`config.mk`:
```
export PLATFORM = sky130hd
export DESIGN_NAME = sleep_wd_timer
export DESIGN_NICKNAME = d
export VERILOG_FILES = /design/src/rtl/sleep_wd_pkg.sv /design/src/rtl/sleep_wd_datapath.sv /design/src/rtl/sleep_wd_control.sv /design/src/rtl/sleep_wd_timer.sv
export SDC_FILE = /design/constraint.sdc
export NUM_CORES = 1
export LEC_CHECK = 0
export CAP_MARGIN = 20
export CORE_MARGIN = 5
export CORE_UTILIZATION = 55
export CTS_CLUSTER_DIAMETER = 120
export DETAILED_ROUTE_END_ITERATION = 7
export GPL_TIMING_DRIVEN = 1
export PLACE_DENSITY_LB_ADDON = 0.25
export SYNTH_ARGS = -nofsm -noshare
export SYNTH_HDL_FRONTEND = slang
export SYNTH_SLANG_ARGS = --single-unit
```
`constraint.sdc`:
```
create_clock -name clk -period 5.64 [get_ports clk]
set_clock_uncertainty 0.1 [all_clocks]
set_input_delay 1.41 -clock clk [delete_from_list [all_inputs] [get_ports clk]]
set_output_delay 1.41 -clock clk [all_outputs]
set_load 0.03 [all_outputs]
```
`src/rtl/sleep_wd_pkg.sv`:
```
package sleep_wd_pkg;

  // Strobes from control to datapath, valid for one cycle
  typedef struct packed {
    logic restartPrescale;  // clear base divider and interval counter
    logic restartWatchdog;  // clear watchdog tick count
  } tmrStrobe_t;

endpackage

```
`src/rtl/sleep_wd_datapath.sv`:
```
module sleep_wd_datapath
  import sleep_wd_pkg::*;
#(
  parameter int BASE_DIV  = 64,
  parameter int SEL_W     = 2,
  parameter int STEP_LOG2 = 3,
  parameter int WD_TICKS  = 3
) (
  input  logic             clk,
  input  logic             rstN,
  input  logic [SEL_W-1:0] intervalSel,
  input  tmrStrobe_t       strobe,
  output logic             sleepTick,
  output logic             wdExpire
);

  localparam int NUM_SEL  = 1 << SEL_W;
  localparam int BASE_W   = (BASE_DIV > 1) ? $clog2(BASE_DIV) : 1;
  localparam int INT_W    = (STEP_LOG2 * (NUM_SEL - 1) > 0) ? STEP_LOG2 * (NUM_SEL - 1) : 1;
  localparam int WD_W     = (WD_TICKS > 1) ? $clog2(WD_TICKS) : 1;

  logic [BASE_W-1:0] baseCnt;
  logic [INT_W-1:0]  intervalCnt;
  logic [WD_W-1:0]   wdCnt;
  logic [INT_W:0]    lastTab [NUM_SEL];
  logic [INT_W:0]    lastIdx;
  logic              baseLast;
  logic              intervalLast;
  logic              tickRaw;

  // Last interval index for each select value: 8^sel - 1
  for (genvar g = 0; g < NUM_SEL; g++) begin : g_lim
    assign lastTab[g] = (INT_W+1)'((1 << (STEP_LOG2 * g)) - 1);
  end

  assign lastIdx      = lastTab[intervalSel];
  assign baseLast     = (baseCnt == BASE_W'(BASE_DIV - 1));
  assign intervalLast = ({1'b0, intervalCnt} == lastIdx);
  assign tickRaw      = baseLast && intervalLast;

  // Base divider: reference clock down to the 512 Hz base
  always_ff @(posedge clk) begin
    if (!rstN || strobe.restartPrescale || baseLast) baseCnt <= '0;
    else                                             baseCnt <= baseCnt + BASE_W'(1);
  end

  // Interval counter: base periods per sleep tick
  always_ff @(posedge clk) begin
    if (!rstN || strobe.restartPrescale) intervalCnt <= '0;
    else if (baseLast) begin
      if (intervalLast) intervalCnt <= '0;
      else              intervalCnt <= intervalCnt + INT_W'(1);
    end
  end

  always_ff @(posedge clk) begin
    if (!rstN) sleepTick <= 1'b0;
    else       sleepTick <= tickRaw && !strobe.restartPrescale;
  end

  // Watchdog tick count, wraps after WD_TICKS ticks
  always_ff @(posedge clk) begin
    if (!rstN || strobe.restartWatchdog) wdCnt <= '0;
    else if (tickRaw) begin
      if (wdCnt == WD_W'(WD_TICKS - 1)) wdCnt <= '0;
      else                              wdCnt <= wdCnt + WD_W'(1);
    end
  end

  assign wdExpire = tickRaw && !strobe.restartWatchdog && (wdCnt == WD_W'(WD_TICKS - 1));


  tick_pulse_chk: assert property (@(posedge clk) disable iff (!rstN)
    sleepTick |=> !sleepTick);


  restart_quiet_chk: assert property (@(posedge clk) disable iff (!rstN)
    strobe.restartPrescale |=> !sleepTick);

endmodule

```
`src/rtl/sleep_wd_control.sv`:
```
module sleep_wd_control
  import sleep_wd_pkg::*;
#(
  parameter int SEL_W = 2
) (
  input  logic             clk,
  input  logic             rstN,
  input  logic [SEL_W-1:0] intervalSel,
  input  logic             sleepFlag,
  input  logic             overrideOn,
  input  logic             dutyStrobe,
  input  logic             wdClear,
  input  logic             wdExpire,
  input  logic             sleepTick,
  output tmrStrobe_t       strobe,
  output logic             wdReset,
  output logic             detEn
);

  logic [SEL_W-1:0] selPrev;
  logic             selChange;

  always_ff @(posedge clk) begin
    if (!rstN) selPrev <= '0;
    else       selPrev <= intervalSel;
  end

  assign selChange              = (intervalSel != selPrev);
  assign strobe.restartPrescale = selChange;
  assign strobe.restartWatchdog = selChange || wdClear;

  always_ff @(posedge clk) begin
    if (!rstN) wdReset <= 1'b0;
    else       wdReset <= wdExpire;
  end

  // Detector enable: high awake, duty pattern or forced high asleep
  always_ff @(posedge clk) begin
    if (!rstN) detEn <= 1'b1;
    else       detEn <= !sleepFlag || overrideOn || dutyStrobe;
  end


  wd_on_tick_chk: assert property (@(posedge clk) disable iff (!rstN)
    wdReset |-> sleepTick);


  wd_pulse_chk: assert property (@(posedge clk) disable iff (!rstN)
    wdReset |=> !wdReset);


  clear_blocks_chk: assert property (@(posedge clk) disable iff (!rstN)
    wdClear |=> !wdReset);


  awake_on_chk: assert property (@(posedge clk) disable iff (!rstN)
    !sleepFlag |=> detEn);


  override_hold_chk: assert property (@(posedge clk) disable iff (!rstN)
    (sleepFlag && overrideOn) |=> detEn);

endmodule

```
`src/rtl/sleep_wd_timer.sv`:
```
module sleep_wd_timer
  import sleep_wd_pkg::*;
#(
  parameter int BASE_DIV  = 64,
  parameter int SEL_W     = 2,
  parameter int STEP_LOG2 = 3,
  parameter int WD_TICKS  = 3
) (
  input  logic             clk,
  input  logic             rstN,
  input  logic             sleepFlag,
  input  logic [SEL_W-1:0] intervalSel,
  input  logic             overrideOn,
  input  logic             dutyStrobe,
  input  logic             wdClear,
  output logic             sleepTick,
  output logic             wdReset,
  output logic             detEn
);

  tmrStrobe_t strobe;
  logic       wdExpire;

  sleep_wd_control #(.SEL_W(SEL_W)) u_ctrl (
    .clk         (clk),
    .rstN        (rstN),
    .intervalSel (intervalSel),
    .sleepFlag   (sleepFlag),
    .overrideOn  (overrideOn),
    .dutyStrobe  (dutyStrobe),
    .wdClear     (wdClear),
    .wdExpire    (wdExpire),
    .sleepTick   (sleepTick),
    .strobe      (strobe),
    .wdReset     (wdReset),
    .detEn       (detEn)
  );

  sleep_wd_datapath #(
    .BASE_DIV  (BASE_DIV),
    .SEL_W     (SEL_W),
    .STEP_LOG2 (STEP_LOG2),
    .WD_TICKS  (WD_TICKS)
  ) u_dp (
    .clk         (clk),
    .rstN        (rstN),
    .intervalSel (intervalSel),
    .strobe      (strobe),
    .sleepTick   (sleepTick),
    .wdExpire    (wdExpire)
  );

endmodule

```
==> out/metrics.yaml <==
sta:
  slew_headroom_pct: 72.3
  worst_pin_slew_ns: 0.415
  setup_viol: 0
  tns_ns: 0
  max_clock_freq_ghz: 0.314
  slew_violations: 0
  finalCritPeriodShare_pct: 56.4
  rsz0062_at_grt: "no"
  min_period_ns: 3.18
  hold_viol: 0
hold_path:
  hp-class: "flip-flop to flip-flop"
  hold_end: "u_dp.baseCnt[0]"
  hp-start: "u_dp.baseCnt[0]"
  min_path_cells: 1
worst_setup_path:
  start_kind: "primary input"
  reg2reg_to: "u_dp.wdCnt[0]"
  arrival_ns: 3.33
  rr_startpoint: "u_dp.intervalCnt[3]"
  cp_slowest_stage_delay_ns: 0.55
  critPathKind: "primary input to flip-flop"
  cp-end-kind: "flip-flop"
  worstPathRequired_ns: 5.79
  cp_cell_sequence: "clkdlybuf4s50_1 -> or3_1 -> a32oi_1 -> o211ai_2 -> or4_1 -> a21boi_1"
  rr_worst_depth: 5
  reg2reg_slack_ns: 3.65
  crit_slowest_cell: "clkdlybuf4s50_1"
  critPathMaxFanout: 9
detailed_routing:
  via_count: 802
  drt-initial-drc-count: 10
  drt-total-wl_um: 1830
  firstDrtPassIters: 4
  drc: 0
  detail-route-antenna-nets: 0
  viasPerCell: 5.31
  routedWlPerCell_um: 12.1
die:
  boundaryPins: 11
  die-area_um2: 2760
  die_x_um: 52.5
  core_um2: 1730
  fp.dieH_um: 52.5
  core.rowCount: 15
  floorplan.initialDensity_pct: 57.6
synth:
  synth_top_cell_area_share_pct: 44.3
  syn_nets: 124
  syn_area_per_cell_um2: 8.73
  ys_top_cells_by_area: "dfxtp_1, nor2_1, xnor2_1"
  postSynthCellCount: 114
  synth_flop_cell: "dfxtp_1"
  yosys_warnings: 0
  synth_edf_count: 0
  synth_cell_type_count: 32
  synthArstFlopShare_pct: 0
  syn_area_um2: 995
  ys_seq_elements: 22
  synth-seq-area-share_pct: 44.3
  synth_top_area_cell: "dfxtp_1"
finish:
  diodes: 0
  fin_nets: 137
  drive_gt1_share_pct: 6.35
  stdcell_count: 151
  syn2layout_area_growth_pct: 17.6
power:
  p_int_uw: 237
  ir_worst_vdd_v: 0.000188
  leakage_uw: 0.000376
  swShare_pct: 18.8
  combPwrFrac_pct: 5.4
  p_per_area_nw_per_um2: 250
  clockPowerShare_pct: 40.5
  p_sw_uw: 55.0
  seqPwrFrac_pct: 54.0
clock_network:
  cts_max_level: 1
  cts_buffer_depth: 2
  clk_latency_ns: 0.30
  clock_sinks: 22
  cts_root_buffer: "clkbuf_4"
  holdBufCountCts: 0
  cts.reportedPaths.clkPinSlew_ns: 0.12
  cts_buffers: 3
  post_cts_resized: 0
  postCtsSetupBuffers: 0
  tritoncts: "built"
global_route:
  grt_pass1_vias: 787
  antenna_found_initial: 0
  grt_usage_pct: 15.8
  grt-ovfl-total: 0
  grt_pass1_wl_um: 3280
  grt_max_degree: 14
placement:
  place_inst: 147
  finalWeightedCongestion: 0.857
  io_buffers: 10
  dp.final_hpwl_um: 1370
run:
  maxCapViolations: 0
run_status:
  status: "finished, final reports clean"
## logic make-up after synthesis
| group | count (synthesis) | share of synthesized area (%) |
|---|---|---|
| xor+xnor | 12 | 10.6 |
| mux | 1 | 1.01 |
| simple gates | 61 | 30.8 |
| fa+ha+maj | 2 | 2.52 |
| buf+inv | 3 | 1.26 |
| flops | 22 | 44.3 |
| compound gates | 13 | 9.56 |
## worst max-delay path, delay by kind of cell
kind                   cells  cell delay [ns]
AND/OR/NAND/NOR            2             0.79
AO/OA/AOI/OAI              3             0.57
buffers and inverters      1             0.55
## synth_stat cells (2+ instances only)
library cell	number
and2_1	2
nor3_1	3
nor2_1	19
xnor2_1	8
xor2_1	4
dfxtp_1	22
or4_1	3
nand3_1	10
nand2b_1	2
o21ai_0	3
nand2_1	11
ha_1	2
a21oi_1	3
or3_1	2
nand3b_1	3
## stage by stage
stage               area, um^2  utilization [%]  total power (uW)  hold WS [ns]  setup slack [ns]
finish                    1170             67.8               292         0.365              2.46
global route              1170             67.8               305         0.397              2.31
CTS                       1170             67.8               295         0.369              2.47
detailed placement        1120             64.7               177         0.341              2.14
global placement          1120             64.7               177         0.332              2.18
floorplan                  995                -               170         0.318              2.70
## cell type report
class	instances	area (um^2)
tap	25	31.3
multi-input combinational	89	542
timing repair buffer	10	100
fill	161	557
sequential	22	440
inverter	1	3.75
clock buffer	3	22.5
clock inverter	1	30.0
## cells in the final DEF (no fill, tap or decap), types with 3 or more instances in the layout
cell type and n:
nand3_1 10, or4_1 3, xor2_1 4, nand3b_1 3, o21ai_0 3, nor3_1 3, clkbuf_4 3, xnor2_1 8
dfxtp_1 22, nand2_1 11, clkdlybuf4s50_1 10, a21oi_1 3, nor2_1 19
## how the worst max path moves through the flow
stage,endpoint,from,slack (ns),depth (start not counted)
detailed placement,u_dp.wdCnt[0],intervalSel[1],2.14,6
CTS,u_dp.wdCnt[0],intervalSel[1],2.47,6
finish,u_dp.wdCnt[0],intervalSel[1],2.46,6
floorplan,u_dp.wdCnt[0],intervalSel[1],2.70,6
global route,u_dp.intervalCnt[8],intervalSel[1],2.31,6
global placement,u_dp.wdCnt[0],intervalSel[0],2.18,6
## state kept, by name (all words and copies together), names as in the netlist
signal	flops
u_dp.sleepTick	1
u_ctrl.selPrev	2
u_ctrl.detEn	1
u_dp.baseCnt	6
u_ctrl.wdReset	1
u_dp.intervalCnt	9
u_dp.wdCnt	2
## power groups by stage
stage / Combinational [uW] / Sequential [uW] / Clock [uW]
floorplan: 8.29 / 161 / 0
global placement: 15.6 / 161 / 0
detailed placement: 15.8 / 161 / 0
CTS: 15.9 / 158 / 122
global route: 17.6 / 158 / 129
finish: 15.9 / 158 / 118
## metal layers
metal | track usage, % | vias to the layer above | routed length (um)
met5 | 0 | - | 0
met4 | 7.23 | 0 | 16
met3 | 3.70 | 2 | 81
met2 | 26.4 | 13 | 833
met1 | 18.8 | 368 | 898
li1 | - | 419 | -
No activity file was read; power rests on OpenSTA's default activity.
